--- src/rtl/sector_cmd_master.sv ---
module sector_cmd_master #(
  parameter int CNT_W        = 16,
  parameter int SECTOR_WORDS = 128,
  parameter logic [31:0] REG_LBA = 32'h4,
  parameter logic [31:0] REG_CNT = 32'h8,
  parameter logic [31:0] REG_CMD = 32'hC,
  parameter logic [31:0] CODE_RD = 32'd2,
  parameter logic [31:0] CODE_WR = 32'd3,
  localparam int SW = $clog2(SECTOR_WORDS),
  localparam int IW = CNT_W + SW
) (
  input  logic             clk,
  input  logic             rst_n,
  input  logic [31:0]      base_offset,
  input  logic             req_valid,
  input  logic [31:0]      req_lba,
  input  logic [CNT_W-1:0] req_count,
  input  logic             req_write,
  output logic             req_ready,
  output logic             done,
  output logic [31:0]      m_address,
  output logic             m_write,
  output logic [31:0]      m_writedata,
  input  logic             m_waitrequest,
  input  logic             s_write,
  input  logic [31:0]      s_writedata,
  input  logic             s_read,
  output logic [31:0]      s_readdata,
  output logic             buf_we,
  output logic [IW-1:0]    buf_waddr,
  output logic [31:0]      buf_wdata,
  output logic [IW-1:0]    buf_raddr,
  input  logic [31:0]      buf_rdata
);

  typedef enum logic [2:0] {IDLE, WLBA, WCNT, WCMD, XFER, FIN} st_t;

  st_t              st;
  logic [31:0]      sec_q;
  logic [CNT_W-1:0] cnt_q;
  logic             dir_q;
  logic [IW-1:0]    idx;

  wire [IW-1:0] total = {cnt_q, {SW{1'b0}}};
  wire          take  = dir_q ? s_read : s_write;
  wire          beat  = (st == XFER) && take;
  wire          last  = beat && (idx == total - 1'b1);

  assign req_ready = (st == IDLE);
  assign done      = (st == FIN);
  assign m_write   = (st == WLBA) || (st == WCNT) || (st == WCMD);
  assign buf_raddr = idx;

  always_comb begin
    case (st)
      WLBA:    begin m_address = REG_LBA; m_writedata = sec_q; end
      WCNT:    begin m_address = REG_CNT; m_writedata = 32'(cnt_q); end
      WCMD:    begin m_address = REG_CMD; m_writedata = dir_q ? CODE_WR : CODE_RD; end
      default: begin m_address = '0;      m_writedata = '0; end
    endcase
  end

  always_ff @(posedge clk) begin
    if (!rst_n) begin
      st         <= IDLE;
      sec_q      <= '0;
      cnt_q      <= '0;
      dir_q      <= 1'b0;
      idx        <= '0;
      buf_we     <= 1'b0;
      buf_waddr  <= '0;
      buf_wdata  <= '0;
      s_readdata <= '0;
    end else begin
      buf_we <= beat && !dir_q;
      if (beat && !dir_q) begin
        buf_waddr <= idx;
        buf_wdata <= s_writedata;
      end
      if (beat && dir_q) s_readdata <= buf_rdata;
      case (st)
        IDLE: if (req_valid) begin
          sec_q <= req_lba + base_offset;
          cnt_q <= req_count;
          dir_q <= req_write;
          st    <= WLBA;
        end
        WLBA: if (!m_waitrequest) st <= WCNT;
        WCNT: if (!m_waitrequest) st <= WCMD;
        WCMD: if (!m_waitrequest) begin
          idx <= '0;
          st  <= (cnt_q == '0) ? FIN : XFER;
        end
        XFER: begin
          if (beat) idx <= idx + 1'b1;
          if (last) st <= FIN;
        end
        FIN:     st <= IDLE;
        default: st <= IDLE;
      endcase
    end
  end

  assert_hold_while_stalled_R5: assert property (@(posedge clk) disable iff (!rst_n)
    m_write && m_waitrequest |=> m_write && $stable(m_address) && $stable(m_writedata));

  assert_done_single_R8: assert property (@(posedge clk) disable iff (!rst_n)
    done |=> !done && req_ready);

  assert_idle_quiet_R9: assert property (@(posedge clk) disable iff (!rst_n)
    req_ready |-> !m_write);

  assert_buf_gated_R10: assert property (@(posedge clk) disable iff (!rst_n)
    buf_we |-> $past(s_write) && !$past(req_ready));

  assert_cmd_code_R4: assert property (@(posedge clk) disable iff (!rst_n)
    m_write && (m_address == REG_CMD) |-> (m_writedata == CODE_RD) || (m_writedata == CODE_WR));

endmodule

--- config.mk ---
export PLATFORM = sky130hd
export DESIGN_NAME = sector_cmd_master
export DESIGN_NICKNAME = d
export VERILOG_FILES = /design/src/rtl/sector_cmd_master.sv
export SDC_FILE = /design/constraint.sdc
export NUM_CORES = 1
export LEC_CHECK = 0
export ABC_CLOCK_PERIOD_IN_PS = 2770
export BUFFER_PORTS_ARGS = -buffer_cell sky130_fd_sc_hd__clkbuf_2
export CORE_MARGIN = 4
export CORE_UTILIZATION = 50
export CTS_CLUSTER_SIZE = 16
export DETAILED_ROUTE_END_ITERATION = 8
export PLACE_DENSITY = 0.79
export SLEW_MARGIN = 15
export SYNTH_ARGS = -nofsm -noshare
export SYNTH_HDL_FRONTEND = slang
export SYNTH_SLANG_ARGS = --single-unit
--- constraint.sdc ---
create_clock -name clk -period 2.77 [get_ports clk]
set_input_delay 0.4155 -clock clk [delete_from_list [all_inputs] [get_ports clk]]
set_output_delay 0.4155 -clock clk [all_outputs]
set_load 0.01 [all_outputs]
==> results.py <==
metrics = {
    "run_status": {
        "status": "complete, no violations",
    },
    "setup_path": {
        "r2r_setup_slack_ns": 0.11,
        "crit_type": "reg -> reg",
        "crit_fanout": 5,
        "worstRegToRegCells": 8,
        "startpoint_type": "register",
        "reg2reg_to": "st[0]",
        "cp-startpoint": "cnt_q[0]",
        "critical_path.endpoint": "st[0]",
        "required_ns": 3.11,
        "endpoint_kind": "register",
        "worstPathArrival_ns": 3.00,
        "regToRegStartpoint": "cnt_q[0]",
    },
    "clocking": {
        "clock_sinks": 163,
        "insertion_delay_ns": 0.42,
        "cts_tree": "done",
        "cts_buffers": 17,
        "cts.path.max_buffers": 2,
        "clockRootBuffer": "clkbuf_16",
        "ctsHoldBuffers": 0,
        "clk_pin_slew_worst_paths_ns": 0.07,
        "htreeDepth": 4,
    },
    "final_layout": {
        "syn_to_final_growth_pct": 27.2,
        "final_common_cell": "clkbuf_2",
        "final_cell_mix": "clkbuf_2, nand2_1, dfxtp_1, a21oi_1, nor2_1",
        "drive_above_1_share_pct": 27.3,
        "num-nets-final": 1577,
        "fin_util_pct": 65.2,
        "antenna_cells": 0,
    },
    "global_routing": {
        "grt_usage_pct": 25.1,
        "grt_pass1_wl_um": 40500,
        "grt_pass1_vias": 8139,
        "antenna_found_initial": 0,
        "grt.overflow.total": 0,
        "grt_max_degree": 69,
    },
    "sta": {
        "period_share_pct": 96.1,
        "slew_viol_final": 0,
        "holdWs_ns": 0.211,
        "finalSetupViolations": 0,
        "relSlewSlack_pct": 53.6,
        "tightest_slew_ns": 0.697,
        "fin_worst_skew_ns": 0.00604,
        "max_freq_mhz": 376,
        "rsz0062_at_grt": "no",
        "post-route-min-period_ns": 2.66,
        "hold_violations": 0,
    },
    "synthesis": {
        "ys_types": 65,
        "syn_area_sq_um": 8560,
        "synth_top_flop_cell": "dfxtp_1",
        "ys_seq_area_share_pct": 38.1,
        "synth.ff_latch_count": 163,
        "synth.area.top_cells": "dfxtp_1, nand2_1, a21oi_1",
        "synth_warnings": 0,
        "postSynth.asyncResetShare_pct": 0,
        "avgSynthCellArea_sq_um": 7.72,
        "yosys.area.top_type": "dfxtp_1",
        "synthCells": 1109,
        "synth_edf_count": 0,
        "synth_top_area_share_pct": 38.1,
    },
    "power_and_ir_drop": {
        "worst_ir_drop_vdd_uv": 409,
        "p_per_area_nw_per_um2": 660,
        "power.leakage_nw": 4.76,
    },
    "routing": {
        "vias": 8649,
        "routed_via_density": 5.32,
        "wl_per_cell_um": 15.4,
        "drt-pass1-iter-count": 6,
        "antenna_left": 0,
        "drtIter0Drc": 619,
        "routed_wl_um": 25000,
        "drc_errors": 0,
    },
    "floorplan": {
        "coreArea_sq_um": 16700,
        "io_pins": 329,
        "initial_core_util_pct": 51.3,
        "dieWidth_um": 139,
        "die_height_um": 139,
        "dieArea_sq_um": 19300,
        "rows": 47,
    },
    "placement": {
        "dp_hpwl_um": 18900,
        "port_buffers": 298,
        "gp_congestion": 0.959,
    },
    "run": {
        "cap_violations": 0,
    },
    "min_path": {
        "hp-class": "in -> reg",
    },
}
==> registers in the layout (all words and copies together), names as in the netlist <==
register and count:
s_readdata 32, st 3, buf_waddr 23, buf_wdata 32
cnt_q 16, buf_we 1, sec_q 32, buf_raddr 23
dir_q 1
==> through the flow <==
step | instance area (sq um) | setup TNS (ns) | instances | power [mW] | worst slack [ns]
finish | 10900 | 0 | 1625 | 7.19 | 0.109
global route | 10900 | 0 | 1625 | 7.61 | 0.0175
CTS | 10900 | 0 | 1625 | 7.20 | 0.0464
detailed placement | 10300 | -0.0290 | 1593 | 4.87 | -0.0290
global placement | 10300 | -0.0224 | 1593 | 4.83 | -0.0224
floorplan | 8670 | 0 | 1138 | 4.16 | 0.194
==> worst max-delay path: stages (launching register included) <==
cell	delay (ns)
dfxtp_1	0.35
or4_1	0.60
or2_2	0.33
a2111oi_1	0.38
nand4_1	0.15
nor2_1	0.13
nand4b_1	0.13
o31ai_2	0.30
mux2i_1	0.22
==> synth_stat cells (9+ instances only) <==
cell,instances
nand2_1,271
dfxtp_1,163
a21oi_1,153
clkbuf_1,63
nor2_1,55
ha_1,33
nand3_1,33
xnor2_1,31
buf_4,30
xor2_1,29
o21ai_0,23
and2_1,20
nor3_1,18
a21o_1,14
a22o_1,14
a211oi_1,12
or3_1,12
a31oi_1,10
inv_1,10
mux2i_1,9
nand4b_1,9
==> power breakdown <==
group / leakage [nW] / switching (mW) / internal [mW]
Clock: 0.278 / 0.947 / 1.38
Sequential: 1.32 / 0.189 / 2.54
Combinational: 3.17 / 1.23 / 0.915
==> how the worst min path moves through the flow <==
stage / end / startpoint / slack, ns / cells past startpoint
after floorplan: sec_q[16] / sec_q[16] / 0.43 / 2
after global placement: sec_q[18] / sec_q[18] / 0.43 / 2
after detailed placement: s_readdata[4] / s_readdata[4] / 0.45 / 2
after CTS: s_readdata[11] / buf_rdata[11] / 0.19 / 3
after global routing: buf_wdata[4] / s_writedata[4] / 0.20 / 3
final: s_readdata[22] / buf_rdata[22] / 0.21 / 3
==> timing repair <==
item	CTS	global route
endpoints found under the setup margin	0	1
resized for setup	0	4
setup buffers	0	0
==> final cells by class <==
cell class,instances,area [sq um]
Clock buffer,20,457
Clock inverter,12,131
Fill cell,1484,5810
Inverter,11,43.8
Multi-Input combinational cell,865,4900
Sequential cell,163,3260
Tap cell,220,275
Timing Repair Buffer,334,1810
==> per-layer routing <==
metal	track usage [%]	part of all wire (%)
met1	31.7	42
met2	42.2	47
met3	6.59	8.5
met4	7.52	2.3
met5	0	0
==> cell families after synthesis <==
| family | Yosys count | synth area share (%) |
|---|---|---|
| compound gates | 261 | 18.2 |
| xor+xnor | 60 | 6.14 |
| fa+ha+maj | 34 | 5.06 |
| buf+inv | 110 | 6.18 |
| flops | 163 | 38.1 |
| mux | 10 | 1.18 |
| other cells | 1 | 0.0438 |
| simple gates | 470 | 25.1 |
(Power assumes the default switching activity.)
